**config.mk**
```make
export PLATFORM = sky130hd
export DESIGN_NAME = csio_shifter
export DESIGN_NICKNAME = d
export VERILOG_FILES = /design/src/rtl/csio_pkg.sv /design/src/rtl/csio_clkgen.sv /design/src/rtl/csio_edge.sv /design/src/rtl/csio_shreg.sv /design/src/rtl/csio_shifter.sv
export SDC_FILE = /design/constraint.sdc
export NUM_CORES = 1
export LEC_CHECK = 0
export ABC_AREA = 1
export CAP_MARGIN = 40
export CORE_MARGIN = 3
export CORE_UTILIZATION = 50
export CTS_BUF_LIST = sky130_fd_sc_hd__clkbuf_2
export DETAILED_ROUTE_END_ITERATION = 6
export PLACE_DENSITY = 0.91
export SKIP_CTS_REPAIR_TIMING = 1
export SLEW_MARGIN = 10
export SYNTH_ARGS = -nofsm -noshare
export SYNTH_HDL_FRONTEND = slang
export SYNTH_HIERARCHICAL = 1
export SYNTH_SLANG_ARGS = --single-unit
```
**constraint.sdc**
```tcl
create_clock -name clk -period 3.7 [get_ports clk]
set_clock_uncertainty 0.2 [all_clocks]
set_input_delay 0.37 -clock clk [delete_from_list [all_inputs] [get_ports clk]]
set_output_delay 0.37 -clock clk [all_outputs]
set_load 0.01 [all_outputs]
```
**src/rtl/csio_pkg.sv**
```systemverilog
package csio_pkg;

    localparam int DATA_W  = 8;
    localparam int CNT_W   = $clog2(DATA_W);
    localparam int EXT_BIT = 0;
    localparam int MSB_BIT = 5;

    typedef logic [DATA_W-1:0] data_t;
    typedef logic [CNT_W-1:0]  cnt_t;

    typedef struct packed {
        logic active;
        cnt_t left;
    } xfer_t;

    function automatic logic out_bit(input data_t q, input logic msb_first);
        return msb_first ? q[DATA_W-1] : q[0];
    endfunction

    function automatic data_t shift_in(input data_t q, input logic msb_first, input logic din);
        return msb_first ? {q[DATA_W-2:0], din} : {din, q[DATA_W-1:1]};
    endfunction

endpackage

```
**src/rtl/csio_clkgen.sv**
```systemverilog
module csio_clkgen #(
    parameter int DIV = 4
) (
    input  logic clk,
    input  logic rst,
    input  logic start,
    input  logic run,
    output logic sclk,
    output logic fall,
    output logic rise
);
    localparam int DIV_W = $clog2(DIV + 1);

    logic [DIV_W-1:0] div_q;
    logic             wrap;

    assign wrap = run && (div_q == DIV_W'(DIV - 1));
    assign fall = wrap && sclk;
    assign rise = wrap && !sclk;

    always_ff @(posedge clk) begin
        if (rst || start || !run) begin
            div_q <= '0;
            sclk  <= 1'b1;
        end else if (wrap) begin
            div_q <= '0;
            sclk  <= ~sclk;
        end else begin
            div_q <= div_q + 1'b1;
        end
    end
endmodule

```
**src/rtl/csio_edge.sv**
```systemverilog
module csio_edge (
    input  logic clk,
    input  logic rst,
    input  logic pin,
    output logic fall,
    output logic rise
);
    logic meta_q, sync_q, prev_q;

    assign rise = sync_q && !prev_q;
    assign fall = !sync_q && prev_q;

    always_ff @(posedge clk) begin
        if (rst) begin
            meta_q <= 1'b1;
            sync_q <= 1'b1;
            prev_q <= 1'b1;
        end else begin
            meta_q <= pin;
            sync_q <= meta_q;
            prev_q <= sync_q;
        end
    end
endmodule

```
**src/rtl/csio_shreg.sv**
```systemverilog
module csio_shreg
    import csio_pkg::*;
(
    input  logic  clk,
    input  logic  rst,
    input  logic  load,
    input  data_t ldata,
    input  logic  fall,
    input  logic  rise,
    input  logic  msb_first,
    input  logic  din,
    output data_t q,
    output logic  dout
);
    always_ff @(posedge clk) begin
        if (rst) begin
            q    <= '0;
            dout <= 1'b1;
        end else if (load) begin
            q <= ldata;
        end else begin
            if (fall) dout <= out_bit(q, msb_first);
            if (rise) q    <= shift_in(q, msb_first, din);
        end
    end
endmodule

```
**src/rtl/csio_shifter.sv**
```systemverilog
module csio_shifter
    import csio_pkg::*;
#(
    parameter int DIV = 4
) (
    input  logic              clk,
    input  logic              rst,
    input  logic              cpu_wr,
    input  logic [DATA_W-1:0] cpu_wdata,
    input  logic              mode_wr,
    input  logic [7:0]        mode_wdata,
    input  logic              irq_clr,
    input  logic              sclk_in,
    input  logic              sdi,
    output logic [DATA_W-1:0] shift_q,
    output logic [7:0]        mode_q,
    output logic              irq,
    output logic              sclk_out,
    output logic              sclk_oe,
    output logic              sdo,
    output logic              sdo_oe
);
    xfer_t xfer;
    logic  ext, msb, run;
    logic  ifall, irise, efall, erise, fall, rise;

    assign ext     = mode_q[EXT_BIT];
    assign msb     = mode_q[MSB_BIT];
    assign run     = xfer.active && !ext;
    assign fall    = ext ? efall : ifall;
    assign rise    = ext ? erise : irise;
    assign sclk_oe = !ext;

    csio_clkgen #(.DIV(DIV)) u_clkgen (
        .clk(clk), .rst(rst), .start(cpu_wr), .run(run),
        .sclk(sclk_out), .fall(ifall), .rise(irise)
    );

    csio_edge u_edge (
        .clk(clk), .rst(rst), .pin(sclk_in), .fall(efall), .rise(erise)
    );

    csio_shreg u_shreg (
        .clk(clk), .rst(rst), .load(cpu_wr), .ldata(cpu_wdata),
        .fall(fall), .rise(rise), .msb_first(msb), .din(sdi),
        .q(shift_q), .dout(sdo)
    );

    always_ff @(posedge clk) begin
        if (rst) begin
            xfer   <= '0;
            irq    <= 1'b0;
            sdo_oe <= 1'b0;
            mode_q <= '0;
        end else begin
            if (mode_wr) mode_q <= mode_wdata;
            if (irq_clr) irq <= 1'b0;
            if (cpu_wr) begin
                xfer.active <= 1'b1;
                xfer.left   <= cnt_t'(DATA_W - 1);
                sdo_oe      <= 1'b1;
            end else if (rise && xfer.active) begin
                if (xfer.left == '0) begin
                    xfer.active <= 1'b0;
                    irq         <= 1'b1;
                    if (!ext) sdo_oe <= 1'b0;
                end else begin
                    xfer.left <= xfer.left - 1'b1;
                end
            end
        end
    end
endmodule

```
==> summary.md <==
| Metric | Value |
|---|---|
| Class of the most critical hold timing path | flip-flop to flip-flop |
| Number of iterations in the first detailed-routing pass | 4 |
| IO Count | between 40 and 50 |
| Total clock buffers created by CTS | 5 |
| Kind of end point of the critical path | output pin |
| Most frequent cells in the layout | sky130_fd_sc_hd__nand2_1, sky130_fd_sc_hd__clkdlybuf4s50_1, sky130_fd_sc_hd__inv_1 |
| Average detailed-routed wire length per instance | about 12 um |
| Worst-path fanout max | 12 |
| Total global routing track utilization | around a fifth |
| Clock tree from TritonCTS | built |
| Largest net degree at the start of global routing | 18 |
| Portion of total power attributed to the clock network | between 30% and 40% |
| Congestion Overflow GR | 0 |
| Die extent in y | approximately 60 um |
| Relative slew margins | 54.54% |
| Fin crit share | between 60% and 70% |
| Post-layout minimum cycle time | roughly 2.2 ns |
| WL final | approximately 3500 um |
| Max capacitance violation total | 0 |
| Signed area change from the synthesized netlist to the final layout | 34.33% |
| Layout cells sized above 1 | approximately an eighth |
| Mapped Cells | roughly 210 |
| Proportion of power drawn by combinational gates | 17.8% |
| Result of the run | finished clean |
| Post-synthesis instance area | between 1500 and 2000 sq um |
| Seq cells post-synth | 30 |
| Critical path type | flip-flop to output pin |
| Slack of the critical path | about 1.5 ns |
| Delay of the slowest cell on the worst path | 0.66 ns |
| Die area | approximately 3700 sq um |
| Nets | 289 |
| Sequential group share of total power | between 40 and 50% |
| CTS clk-pin slew, worst paths | between 0.15 and 0.2 ns |
| Number of library cell types mapped by synthesis | 21 |
| Worst-Margin Slew | ~0.68 ns |
| Vias in the first global route | ~1300 |
| DRC Markers | 0 |
| Most common cell after layout, fill and taps aside | sky130_fd_sc_hd__nand2_1 |
| Die Span X | 60.80 um |
| Number of warnings printed during yosys synthesis | 6 |
| Post-detailed-route via-to-cell ratio | 5.003 |
| Cell family with most CP delay | flip-flops |
| Number of antenna violations at the first check in global routing | 0 |
| Max IR drop VDD | 0.0002838 V |
| Data required time at the worst endpoint | 3.13 ns |
| Setup-failing EPs final | 0 |
| Flop2flop setup slack | about 1.6 ns |
| Worst setup timing slack at the placement stage | between 1.5 and 2 ns |
| Weighted congestion reported at the end of routability-driven placement | between 0.7 and 0.8 |
| Number of port buffers | between 40 and 50 |
| Unrepaired setup endpoints after global routing | false |
| Number of buffers on the longest clock path | 2 |
| Switching power share of the total | 27.51% |
| Clock root buffer master | sky130_fd_sc_hd__clkbuf_2 |
| Mapped Nets | roughly 240 |
| Final slew viol count | 0 |
| Power density cells | around 350 nW/um^2 |
| Number of DRC markers after the initial detailed-route iteration | approximately 70 |
| Count of clock tree sinks | 30 |
| Share of the yosys chip area belonging to registers | approximately two fifths |
| CP max-delay cell | sky130_fd_sc_hd__dfxtp_1 |
| Remaining antenna violation count after routing | 0 |
| Final Hold Fails | 0 |
| Pleak | 0.9733 nW |
| Average footprint of a synthesized cell | between 7 and 8 sq um |
| WP buf/inv | 1 |
| Total via count after detailed routing | 1471 |
| Internal Dissipation | approximately 0.00052 W |
| Initial Utilization | 53.52% |
| Core Util, Final | between 70 and 80% |
| HPWL after DPL | 2435 um |
| Diode insertion count for antenna repair | 0 |
| Worst-path cell chain | clkdlybuf4s50_1 |
| Floorplan core area | ~2800 sq um |
| Fmax | roughly 450 MHz |
| Clk_lat worst skew | approximately 0.37 ns |
| Switching power | 0.0001959 W |
| Cell row count | 19 |
| Global-route wire length before repair | between 5000 and 6000 um |
| Crit path arrival time | 1.66 ns |
| Depth of the CTS H-tree | 2 |
| Type of origin of the critical path | flip-flop |
| Sum of negative setup slack | 0 ns |
-- power by group through the flow --
stage / Clock (W) / Combinational [W] / Sequential [W]
floorplan: 0 / 0.0000609 / 0.000364
global placement: 0 / 0.000122 / 0.000362
detailed placement: 0 / 0.000125 / 0.000362
CTS: 0.000234 / 0.000127 / 0.000356
global route: 0.000251 / 0.000139 / 0.000359
finish: 0.000230 / 0.000127 / 0.000356
-- state kept, by name, summed over array words and instances (netlist names), 3 cells and up --
signal	flops
mode_q	8
u_shreg/q	8
u_clkgen/div_q	3
xfer	4
-- cell type report --
class | instances | area (sq um)
Clock buffer | 5 | 25.02
Clock inverter | 3 | 40.04
Fill cell | 231 | 788.3
Inverter | 39 | 151.4
Multi-Input combinational cell | 142 | 723.2
Sequential cell | 30 | 600.6
Tap cell | 31 | 38.79
Timing Repair Buffer | 44 | 437.9
-- logic make-up after synthesis --
| family | synth area share [%] |
|---|---|
| AO/OA/AOI/OAI | 11.08 |
| buffers and inverters | 11.83 |
| flip-flops | 40.00 |
| adder cells (fa/ha/maj) | 3.333 |
| AND/OR/NAND/NOR | 33.75 |
-- metal layers --
| layer | part of all wire, % | vias up | GRT usage (%) |
|---|---|---|---|
| li1 | - | 755 | - |
| met1 | 42 | 655 | 23.48 |
| met2 | 50 | 55 | 33.89 |
| met3 | 6.7 | 6 | 8.511 |
| met4 | 1.2 | 0 | 6.192 |
| met5 | 0 | - | 0 |
-- cells in the mapped netlist --
library cell | number | area, sq um
sky130_fd_sc_hd__ha_1 | 4 | 50.05
sky130_fd_sc_hd__nand2_2 | 3 | 18.77
sky130_fd_sc_hd__nand4_1 | 1 | 6.260
sky130_fd_sc_hd__nand3_2 | 5 | 50.05
sky130_fd_sc_hd__nand2_4 | 2 | 22.52
sky130_fd_sc_hd__nand3_1 | 7 | 35.03
sky130_fd_sc_hd__nor2_8 | 1 | 20.02
sky130_fd_sc_hd__nand2_1 | 55 | 206.5
sky130_fd_sc_hd__nor2_2 | 4 | 25.02
sky130_fd_sc_hd__dfxtp_1 | 30 | 600.6
sky130_fd_sc_hd__a211oi_2 | 1 | 12.51
sky130_fd_sc_hd__nand3_4 | 1 | 17.52
sky130_fd_sc_hd__a21oi_2 | 1 | 8.760
sky130_fd_sc_hd__inv_1 | 33 | 123.9
sky130_fd_sc_hd__buf_6 | 2 | 22.52
sky130_fd_sc_hd__o21ai_0 | 9 | 45.04
sky130_fd_sc_hd__a21oi_1 | 20 | 100.1
sky130_fd_sc_hd__nor2_1 | 28 | 105.1
sky130_fd_sc_hd__inv_4 | 2 | 12.51
sky130_fd_sc_hd__inv_2 | 4 | 15.01
sky130_fd_sc_hd__buf_1 | 1 | 3.750
-- metrics by stage --
| step | area [sq um] | hold slack [ns] | total power [W] | instances |
|---|---|---|---|---|
| finish | 2017 | 0.2378 | 0.0007123 | 294 |
| global route | 2017 | 0.2578 | 0.0007486 | 294 |
| CTS | 2017 | 0.2290 | 0.0007160 | 294 |
| detailed placement | 1952 | 0.1973 | 0.0004872 | 286 |
| global placement | 1952 | 0.1899 | 0.0004839 | 286 |
| floorplan | 1501 | 0.1867 | 0.0004247 | 214 |
-- worst paths after layout --
kind | startpoint | to | depth (start not counted)
max | mode_q[5]$_SDFFE_PP0P_ | mode_q[5] | 1
min reg2reg | u_clkgen/div_q[0]$_SDFF_PP0_ | u_clkgen/div_q[0]$_SDFF_PP0_ | 1
min | u_clkgen/div_q[0]$_SDFF_PP0_ | u_clkgen/div_q[0]$_SDFF_PP0_ | 1
max reg2reg | xfer[3]$_SDFFE_PP0P_ | u_shreg/q[6]$_SDFFE_PP0P_ | 10
No activity file was read; power rests on OpenSTA's default activity.
